--- src/rtl/cx_expander.sv ---
module cx_expander #(
  parameter int WORD_W = 32,
  parameter int OFF_W  = 11
) (
  input  logic              clk,
  input  logic              rst_n,
  input  logic              in_valid,
  input  logic [WORD_W-1:0] fetch_word,
  input  logic              addr_a1,
  input  logic              comp_state,
  input  logic              flush,
  output logic [WORD_W-1:0] out_word,
  output logic              out_valid,
  output logic              out_undef
);
  localparam int HALF_W = WORD_W / 2;
  localparam int BR_W   = 2 * OFF_W;
  localparam int IMM_W  = 24;
  localparam logic [3:0] COND_AL = 4'hE;

  logic [HALF_W-1:0] hw;
  logic              is_imm, is_bx, is_bl, bl_second;
  logic [3:0]        rreg;
  logic [7:0]        imm_op;
  logic [WORD_W-1:0] imm_word, bx_word, bl_word;
  logic [BR_W-1:0]   br_off;

  logic              pend_q, pend_d;
  logic [OFF_W-1:0]  hi_q, hi_d;
  logic [WORD_W-1:0] word_d;
  logic              valid_d, undef_d;

  assign hw        = addr_a1 ? fetch_word[WORD_W-1:HALF_W] : fetch_word[HALF_W-1:0];
  assign is_imm    = hw[15:13] == 3'b001;
  assign is_bx     = hw[15:7] == 9'b010001110 && hw[2:0] == 3'b000;
  assign is_bl     = hw[15:12] == 4'hF;
  assign bl_second = hw[11];
  assign rreg      = {1'b0, hw[10:8]};

  always_comb begin
    unique case (hw[12:11])
      2'd0: imm_op = 8'h3B;
      2'd1: imm_op = 8'h35;
      2'd2: imm_op = 8'h29;
      default: imm_op = 8'h25;
    endcase
    unique case (hw[12:11])
      2'd0: imm_word = {COND_AL, imm_op, 4'h0, rreg, 4'h0, hw[7:0]};
      2'd1: imm_word = {COND_AL, imm_op, rreg, 4'h0, 4'h0, hw[7:0]};
      default: imm_word = {COND_AL, imm_op, rreg, rreg, 4'h0, hw[7:0]};
    endcase
  end

  assign bx_word = {COND_AL, 24'h12FFF1, hw[6:3]};
  assign br_off  = {hi_q, hw[OFF_W-1:0]};
  assign bl_word = {COND_AL, 4'hB, {(IMM_W-BR_W){br_off[BR_W-1]}}, br_off};

  always_comb begin
    word_d  = '0;
    valid_d = 1'b0;
    undef_d = 1'b0;
    pend_d  = pend_q;
    hi_d    = hi_q;
    if (flush) begin
      pend_d = 1'b0;
    end else if (in_valid) begin
      pend_d  = 1'b0;
      valid_d = 1'b1;
      if (!comp_state) begin
        word_d = fetch_word;
      end else if (is_imm) begin
        word_d = imm_word;
      end else if (is_bx) begin
        word_d = bx_word;
      end else if (is_bl && !bl_second) begin
        valid_d = 1'b0;
        pend_d  = 1'b1;
        hi_d    = hw[OFF_W-1:0];
      end else if (is_bl && pend_q) begin
        word_d = bl_word;
      end else begin
        undef_d = 1'b1;
      end
    end
  end

  always_ff @(posedge clk or negedge rst_n) begin
    if (!rst_n) begin
      out_word  <= '0;
      out_valid <= 1'b0;
      out_undef <= 1'b0;
      pend_q    <= 1'b0;
      hi_q      <= '0;
    end else begin
      out_word  <= word_d;
      out_valid <= valid_d;
      out_undef <= undef_d;
      pend_q    <= pend_d;
      hi_q      <= hi_d;
    end
  end

  a_r11_flush_kills: assert property (@(posedge clk) disable iff (!rst_n)
    flush |=> !out_valid && !pend_q);
  a_r1_native_pass: assert property (@(posedge clk) disable iff (!rst_n)
    in_valid && !flush && !comp_state |=> out_valid && !out_undef && out_word == $past(fetch_word));
  a_r3_always_cond: assert property (@(posedge clk) disable iff (!rst_n)
    in_valid && !flush && comp_state |=> !out_valid || out_undef || out_word[31:28] == COND_AL);
  a_r10_undef_zero: assert property (@(posedge clk) disable iff (!rst_n)
    out_undef |-> out_valid && out_word == '0);
  a_r7_first_half_silent: assert property (@(posedge clk) disable iff (!rst_n)
    in_valid && !flush && comp_state && is_bl && !bl_second |=> !out_valid && pend_q);
  a_r9_orphan_second: assert property (@(posedge clk) disable iff (!rst_n)
    in_valid && !flush && comp_state && is_bl && bl_second && !pend_q |=> out_undef);
endmodule

--- config.mk ---
export PLATFORM = sky130hd
export DESIGN_NAME = cx_expander
export DESIGN_NICKNAME = d
export VERILOG_FILES = /design/src/rtl/cx_expander.sv
export SDC_FILE = /design/constraint.sdc
export NUM_CORES = 1
export LEC_CHECK = 0
export BUFFER_PORTS_ARGS = -buffer_cell sky130_fd_sc_hd__buf_2
export CORE_MARGIN = 2
export CORE_UTILIZATION = 51
export DETAILED_ROUTE_END_ITERATION = 7
export PLACE_DENSITY = 0.85
export RECOVER_POWER = 25
export SLEW_MARGIN = 25
export SYNTH_ARGS = -nofsm -noshare
export SYNTH_HDL_FRONTEND = slang
export SYNTH_SLANG_ARGS = --single-unit
--- constraint.sdc ---
create_clock -name clk -period 1.5 [get_ports clk]
set_clock_uncertainty 0.05 [all_clocks]
set_input_delay 0.225 -clock clk [delete_from_list [all_inputs] [get_ports clk]]
set_output_delay 0.225 -clock clk [all_outputs]
set_load 0.03 [all_outputs]
==> reports/results.md, run 1 <==
* **Final GP Congestion** 0.9631
* **Row Count** 24
* **count of nets after finishing** 433
* **P&R area growth vs syn** 55.20%
* **syn_nets** 285
* **post-synthesis compound-gate area fraction** 23.09%
* **P per Cell Area** 781.3 nW/um^2
* **synthesis warning total** 0
* **final period demand of the worst path** 1.530 ns
* **Die Outline Area** 5206 um^2
* **Avg Synthesized Cell Area** 9.589 um^2
* **buffer levels on the longest clock path** 2
* **number of register bits inferred by synthesis** 46
* **Critical Path Start Type** primary input
* **Seq/Total Area, Yosys** 48.60%
* **final setup margin** -0.03035 ns
* **distinct cell type count of the synthesized netlist** 45
* **die outline height** 72.15 um
* **DRC** 0
* **Initial Util** 53.66%
* **adder-cell share of the synthesized area** 0%
* **Remaining Overflow, GRT** 0
* **sinks on the clock net** 46
* **DIE WIDTH** 72.15 um
* **depth of the CTS H-tree** 2
* **root buffer cell** sky130_fd_sc_hd__clkbuf_8
* **final core utilization** 83.28%
* **via count of the first global-routing pass** 2667
* **element type at the critical path end** flop
* **RSZ-0062 raised after global routing** true
* **required time at the endpoint of the critical path** 1.65 ns
* **half-perimeter wire length after detailed placement** 5752 um
* **area share of xor/xnor cells in the synthesized design** 0%
* **top fanout value on the critical path** 5
* **ys async rst share** 100.0%
* **number of top-level design ports** 72
* **Post-Synthesis Cells** 247
* **max-slew violation count** 0
* **post-DR vias/cell** 6.058
* **Clock Latency Late Sink** 0.30 ns
* **clock-pin slew reported for the worst setup and hold paths after clock tree synthesis** 0.09 ns
* **Tcrit/Tclk final** 102.0%
* **Num CTS Buffers** 5
* **classification of the worst-slack hold path** primary input to flop
* **mux cell area share after synthesis** 7.818%
* **number of cells in the finished layout apart from fillers** 448
* **fraction of layout instances using a drive strength above 1** 51.26%
* **leakage power summed over all cells** 1.846 nW
* **worst slew pin tran** 0.6214 ns
* **Power Total** 2.872 mW
* **routed via count** 2714
* **antenna diode instance count** 0
* **Max-Slew Margin vs Limit** 58.57%
* **total of endpoints with negative setup slack in the final report** 1
* **number of enable flip-flop cells after synthesis** 0
* **core area** 4414 um^2
* **wirelength, routed** 8353 um
* **placed cell count** 432
* **most used flip-flop cell after synthesis** sky130_fd_sc_hd__dfrtp_1
* **failing checks** setup timing
* **worst endpoint data arrival time** 1.68 ns
* **combinational family with the most area after synthesis** compound AO/OA/AOI/OAI gates
* **antenna violations before repair** 0
* **status** finished, violations left
* **peak clock frequency supported by timing** 653.4 MHz
* **Max Cap Violations** 0
* **worst vdd ir** 0.0007613 V
* **Mapped Area** 2369 um^2
* **crit path kind** primary input to flop
* **final-report hold violation count** 0
* **clock tree from TritonCTS** yes
* **first-pass GRT wire length** 12850 um
* **drt initial violations** 457
* **average routed wire per standard cell** 18.65 um
* **post-detailed-route count of antenna-violating nets** 0
* **simple-gate share of the synthesized area** 16.01%
* **overall routing resource usage** 32.94%
* **1st-pass router iterations** 5
* **number of port buffers** 71
* **pin count of the biggest net entering global routing** 47
==> stage by stage <==
step	TNS, ns	hold slack (ns)	cell area, um^2	setup WS (ns)
global placement	-10.47	0.1701	3412	-0.3247
CTS	0	0.1299	3651	0.005988
detailed placement	-11.92	0.1718	3412	-0.3504
global route	-0.07568	0.1308	3676	-0.04138
finish	-0.03035	0.1332	3676	-0.03035
floorplan	-4.290	-0.1206	2469	-0.2016
==> layer usage <==
metal | GRT usage [%] | wire, um | share of wire [%]
met4 | 14.68 | 343 | 4.1
met1 | 41.83 | 3317 | 40
met3 | 7.222 | 698 | 8.4
met2 | 54.03 | 3994 | 48
met5 | 0 | 0 | 0
==> power breakdown <==
part | switching, mW | internal, mW
sequential | 0.0387 | 1.31
clock | 0.413 | 0.422
combinational | 0.383 | 0.309
==> worst paths after layout <==
path                                     start                     end  slack, ns  cells after the start
max                             fetch_word[13]     hi_q[9]$_DFFE_PN0P_      -0.03                     10
min                              fetch_word[6]   out_word[6]$_DFF_PN0_       0.13                      3
max reg2reg                 pend_q$_DFFE_PN0P_  out_word[21]$_DFF_PN0_       0.09                      5
min reg2reg                hi_q[2]$_DFFE_PN0P_     hi_q[2]$_DFFE_PN0P_       0.47                      1
max in group asynchronous                rst_n   out_word[9]$_DFF_PN0_       0.45                      3
min in group asynchronous                rst_n  out_word[28]$_DFF_PN0_       0.53                      3
==> registers in the layout, summed over array words and instances (netlist names) <==
| register | cells |
|---|---|
| hi_q | 11 |
| out_undef | 1 |
| out_valid | 1 |
| out_word | 32 |
| pend_q | 1 |
==> cell families after synthesis <==
group / Yosys count
flops: 46
mux: 17
simple gates: 80
compound gates: 84
buf+inv: 20
==> layout by cell type (no fill, tap or decap), types with 2 or more instances in the layout <==
cell type / count
sky130_fd_sc_hd__a211oi_1: 2
sky130_fd_sc_hd__a21o_1: 2
sky130_fd_sc_hd__a21oi_1: 18
sky130_fd_sc_hd__a21oi_2: 7
sky130_fd_sc_hd__a31oi_1: 9
sky130_fd_sc_hd__and3_1: 3
sky130_fd_sc_hd__buf_12: 2
sky130_fd_sc_hd__buf_2: 69
sky130_fd_sc_hd__buf_4: 75
sky130_fd_sc_hd__buf_6: 6
sky130_fd_sc_hd__clkbuf_8: 7
sky130_fd_sc_hd__dfrtp_1: 46
sky130_fd_sc_hd__inv_1: 4
sky130_fd_sc_hd__mux2_2: 7
sky130_fd_sc_hd__mux2_4: 5
sky130_fd_sc_hd__mux2i_1: 5
sky130_fd_sc_hd__nand2_1: 28
sky130_fd_sc_hd__nand2b_1: 5
sky130_fd_sc_hd__nand3_1: 3
sky130_fd_sc_hd__nor2_1: 21
sky130_fd_sc_hd__nor2_2: 3
sky130_fd_sc_hd__nor2_4: 3
sky130_fd_sc_hd__nor2b_1: 2
sky130_fd_sc_hd__o21ai_0: 19
sky130_fd_sc_hd__o21ai_1: 3
sky130_fd_sc_hd__o221ai_1: 6
sky130_fd_sc_hd__o31ai_1: 3
sky130_fd_sc_hd__o32ai_1: 2
sky130_fd_sc_hd__or4b_4: 2
==> synth_stat cells (4+ instances only) <==
master                     instances  area [um^2]
sky130_fd_sc_hd__buf_2             4        20.02
sky130_fd_sc_hd__nor2_1           25        93.84
sky130_fd_sc_hd__nand2b_1          5        31.28
sky130_fd_sc_hd__clkbuf_1          7        26.28
sky130_fd_sc_hd__nand2_1          30        112.6
sky130_fd_sc_hd__a21oi_1          25        125.1
sky130_fd_sc_hd__mux2i_1           5        50.05
sky130_fd_sc_hd__dfrtp_1          46         1151
sky130_fd_sc_hd__o21ai_0          22        110.1
sky130_fd_sc_hd__mux2_2           12        135.1
sky130_fd_sc_hd__o221ai_1          6        52.55
sky130_fd_sc_hd__a31oi_1           9        56.30
sky130_fd_sc_hd__inv_1             4        15.01
==> critical path: stages <==
cell,delay (ns)
sky130_fd_sc_hd__buf_4,0.11
sky130_fd_sc_hd__buf_4,0.11
sky130_fd_sc_hd__or4b_4,0.48
sky130_fd_sc_hd__o2111ai_4,0.10
sky130_fd_sc_hd__a211oi_4,0.06
sky130_fd_sc_hd__buf_4,0.16
sky130_fd_sc_hd__buf_16,0.12
sky130_fd_sc_hd__buf_4,0.15
sky130_fd_sc_hd__nor2_1,0.10
sky130_fd_sc_hd__a21oi_1,0.05
==> repair_timing <==
item | in CTS | in global routing
gates resized for setup | 11 | 15
cloned | 1 | 0
pin swaps | 2 | 6
hold buffers | 1 | 0
hold endpoints to repair | 46 | 0
endpoints found under the setup margin | 13 | 27
buffers inserted | 6 | 2
==> area by class of cell <==
class                      instances  area (um^2)
fill                             238        738.2
clock buffer                       7        96.34
timing repair buffer             156         1076
sequential                        46         1151
tap                               52        65.06
multi-input combinational        181         1260
inverter                           5        18.77
clock inverter                     1        8.758
Power figures use the tool's default switching activity.
==> inputs of run 2 (changes only) <==
--- a/config.mk
+++ b/config.mk
@@ -5,9 +5,10 @@
 export SDC_FILE = /design/constraint.sdc
 export NUM_CORES = 1
 export LEC_CHECK = 0
+export ABC_AREA = 1
 export BUFFER_PORTS_ARGS = -buffer_cell sky130_fd_sc_hd__buf_2
-export CORE_MARGIN = 2
-export CORE_UTILIZATION = 51
+export CORE_ASPECT_RATIO = 0.8
+export CORE_UTILIZATION = 52
 export DETAILED_ROUTE_END_ITERATION = 7
 export PLACE_DENSITY = 0.85
 export RECOVER_POWER = 25
==> run 2 against run 1 <==
Effect of this change: the flow now finishes without violations; maximum frequency is 5.0% higher; synthesized area is 12% higher; register-to-register slack improved by 0.23 ns; synthesized cell count is 40% higher; core utilization is 11 points lower; cell count is 16% higher; sequential power barely moved; power decreased by 6.1%; non-clock buffer count shrank 33; largest cell class unchanged; highest routed layer unchanged.
==> reports/results.md, run 2 <==
* **status** finished, final reports clean
* **combinational family with the most area after synthesis** simple AND/OR/NAND/NOR gates
* **peak clock frequency supported by timing** 686.2 MHz
* **crit path kind** primary input to flop
* **pin count of the biggest net entering global routing** 47
* **number of register bits inferred by synthesis** 46
* **buffer levels on the longest clock path** 2
* **post-detailed-route count of antenna-violating nets** 0
* **clock tree from TritonCTS** yes
* **worst vdd ir** 0.0005690 V
* **setup slack on the worst flop-to-flop path** 0.32 ns
* **Largest Register** out_word
* **reg-to-reg critical path endpoint** out_word[21]$_DFF_PN0_
* **simple-gate share of the synthesized area** 30.27%
* **Mapped Area** 2641 um^2
* **Post-Route Hold Slack** 0.08143 ns
* **final period demand of the worst path** 1.457 ns
* **number of enable flip-flop cells after synthesis** 0
* **GRT Max-Usage Layer** met2
* **ys async rst share** 100.0%
* **Die Outline Area** 5370 um^2
* **die outline height** 65.75 um
* **largest registers** out_word (32), hi_q (11)
* **Seq pwr share** 48.7%
* **leakage power summed over all cells** 1.964 nW
* **wirelength, routed** 7906 um
* **commonest non-fill, non-tap cell in the layout** sky130_fd_sc_hd__nand2_1
* **via count of the first global-routing pass** 2553
* **post-synthesis compound-gate area fraction** 15.06%
* **area share of xor/xnor cells in the synthesized design** 0%
* **drt initial violations** 338
* **most used flip-flop cell after synthesis** sky130_fd_sc_hd__dfrtp_1
* **net switching power of the design** 0.8488 mW
* **Max Cap Violations** 0
* **number of top-level design ports** 72
* **worst slew pin tran** 0.6057 ns
* **layout filler cell count** 391
* **worst endpoint data arrival time** 1.64 ns
* **antenna diode instance count** 0
* **Worst Min Path Start** flush
* **syn_nets** 384
* **clock power share** 27.0%
* **global routing met2 resource utilization** 47.92%
* **P&R area growth vs syn** 30.41%
* **depth of the CTS H-tree** 2
* **Power Total** 2.696 mW
* **clock-pin slew reported for the worst setup and hold paths after clock tree synthesis** 0.08 ns
* **worst reg-to-reg path cell count** 5
* **Synth area leaders** sky130_fd_sc_hd__dfrtp_1 (44%), sky130_fd_sc_hd__nand2_1 (14%), sky130_fd_sc_hd__o21ai_0 (7.0%)
* **commonest cells in the netlist** sky130_fd_sc_hd__nand2_1 (102), sky130_fd_sc_hd__dfrtp_1 (46), sky130_fd_sc_hd__inv_1 (39), sky130_fd_sc_hd__o21ai_0 (37), sky130_fd_sc_hd__a21oi_1 (20)
* **Critical Path Start Type** primary input
* **Remaining Overflow, GRT** 0
* **antenna violations before repair** 0
* **area share of the largest cell type after synthesis** 43.58%
* **first-pass GRT wire length** 12120 um
* **top fanout value on the critical path** 18
* **most frequent cells in the layout** sky130_fd_sc_hd__nand2_1 (102), sky130_fd_sc_hd__buf_2 (70), sky130_fd_sc_hd__buf_4 (48), sky130_fd_sc_hd__dfrtp_1 (46), sky130_fd_sc_hd__inv_1 (38)
* **internal power of the cells** 1.847 mW
* **adder-cell share of the synthesized area** 0%
* **number of flip-flops under the largest register name** 32
* **Tcrit/Tclk final** 97.15%
* **1st-pass router iterations** 5
* **Initial Util** 55.79%
* **P per Cell Area** 782.6 nW/um^2
* **Seq/Total Area, Yosys** 43.58%
* **GR met3 Demand/Resource** 7.083%
* **distinct cell type count of the synthesized netlist** 32
* **overall routing resource usage** 30.61%
* **classification of the worst-slack hold path** primary input to flop
* **cell taking the most area after synthesis** sky130_fd_sc_hd__dfrtp_1
* **area post-placement** 3264 um^2
* **Logic pwr share** 24.3%
* **RSZ-0062 raised after global routing** true
* **half-perimeter wire length after detailed placement** 5656 um
* **cell area after layout** 3445 um^2
* **average routed wire per standard cell** 15.26 um
* **cell with the most instances after synthesis** sky130_fd_sc_hd__nand2_1
* **number of port buffers** 71
* **total of endpoints with negative setup slack in the final report** 0
* **root buffer cell** sky130_fd_sc_hd__clkbuf_8
* **DIE WIDTH** 81.68 um
* **Final GP Congestion** 0.8915
* **final-report hold violation count** 0
* **sw frac** 31.49%
* **max-slew violation count** 0
* **synthesis warning total** 0
* **WHS Path Cells** 2
* **Clock Latency Late Sink** 0.31 ns
* **fraction of layout instances using a drive strength above 1** 35.37%
* **routed via count** 2833
* **required time at the endpoint of the critical path** 1.68 ns
* **Num CTS Buffers** 5
* **Worst Hold Endpoint** pend_q$_DFFE_PN0P_
* **sinks on the clock net** 46
* **met1 routing resource usage after global routing** 41.70%
* **element type at the critical path end** flop
* **mux cell area share after synthesis** 0%
* **FF-to-FF Start** pend_q$_DFFE_PN0P_
* **Row Count** 22
* **Avg Synthesized Cell Area** 7.634 um^2
* **count of nets after finishing** 496
* **Max-Slew Margin vs Limit** 59.62%
* **Post-Synthesis Cells** 346
* **DRC** 0
* **core area** 4735 um^2
* **post-DR vias/cell** 5.469
## run 2: cell types whose count changed after synthesis, sizes merged, moves of 10 or more
| cell | before | now |
|---|---|---|
| mux2 | 12 | 0 |
| inv | 4 | 42 |
| nand2 | 30 | 111 |
| nand4 | 1 | 11 |
| o21ai | 23 | 42 |
| nand3 | 3 | 17 |
## run 2: layout make-up
type	count	area, um^2	share of cell area (%)
sequential	46	1151	33.42
multi-input combinational	239	1207	35.05
inverter	42	162.7	4.722
clock buffer	7	76.32	2.216
timing repair buffer	123	767.0	22.27
timing repair inverter	1	5.005	0.1453
tap	60	75.07	2.179
## run 2: per-stage QoR
stage          cells  setup TNS (ns)  setup slack, ns  utilization, %
2_1_floorplan    346               0          0.01663               -
3_3_place_gp     497          -4.389          -0.1995           68.95
3_5_place_dp     497          -6.371          -0.2616           68.95
4_1_cts          505               0          0.04496           70.77
5_1_grt          518         -0.2485         -0.04310           72.75
6_report         518               0          0.04268           72.75
## run 2: how the worst max path moves through the flow
stage | startpoint | to | slack [ns] | cells past startpoint
3_3_place_gp | addr_a1 | out_word[4]$_DFF_PN0_ | -0.20 | 10
6_report | addr_a1 | out_word[9]$_DFF_PN0_ | 0.04 | 11
4_1_cts | addr_a1 | out_word[2]$_DFF_PN0_ | 0.04 | 10
3_5_place_dp | addr_a1 | out_word[2]$_DFF_PN0_ | -0.26 | 10
5_1_grt | addr_a1 | hi_q[4]$_DFFE_PN0P_ | -0.04 | 12
2_1_floorplan | addr_a1 | out_word[24]$_DFF_PN0_ | 0.02 | 11
## run 2: per-layer routing
layer  share of wire (%)  wire, um
met1                  44      3452
met2                  46      3629
met3                 8.7       690
met4                 1.7       133
met5                   0         0
## run 2: what timing repair did
action                     4_1_cts  5_1_grt
hold buffers                     1        0
hold endpoints to repair        46        0
setup buffers                    0       11
resized for setup                0        6
setup endpoints to repair        0       21
## run 2: power by group through the flow
stage | clock (mW) | combinational (mW) | sequential (mW)
after detailed placement | 0 | 0.634 | 1.34
after floorplan | 0 | 0.286 | 1.41
after global routing | 0.797 | 0.714 | 1.32
after global placement | 0 | 0.621 | 1.34
final | 0.728 | 0.654 | 1.31
after CTS | 0.728 | 0.639 | 1.31
## run 2: cells by family (layout without fill, tap and decap cells)
group | Yosys count | after routing
DFF | 46 | 46
and+or+nand+nor | 167 | 168
buffers and inverters | 62 | 173
AOI/OAI and AO/OA | 71 | 71
## run 2: critical path, cell delays in order
cell and delay (ns):
sky130_fd_sc_hd__clkbuf_4 0.18, sky130_fd_sc_hd__buf_12 0.17, sky130_fd_sc_hd__nand2_1 0.10, sky130_fd_sc_hd__nand2_4 0.09, sky130_fd_sc_hd__nand2_2 0.09, sky130_fd_sc_hd__nor2_4 0.14
sky130_fd_sc_hd__nand3_4 0.17, sky130_fd_sc_hd__buf_4 0.19, sky130_fd_sc_hd__o21ai_2 0.04, sky130_fd_sc_hd__nand2_1 0.08, sky130_fd_sc_hd__a21oi_1 0.14
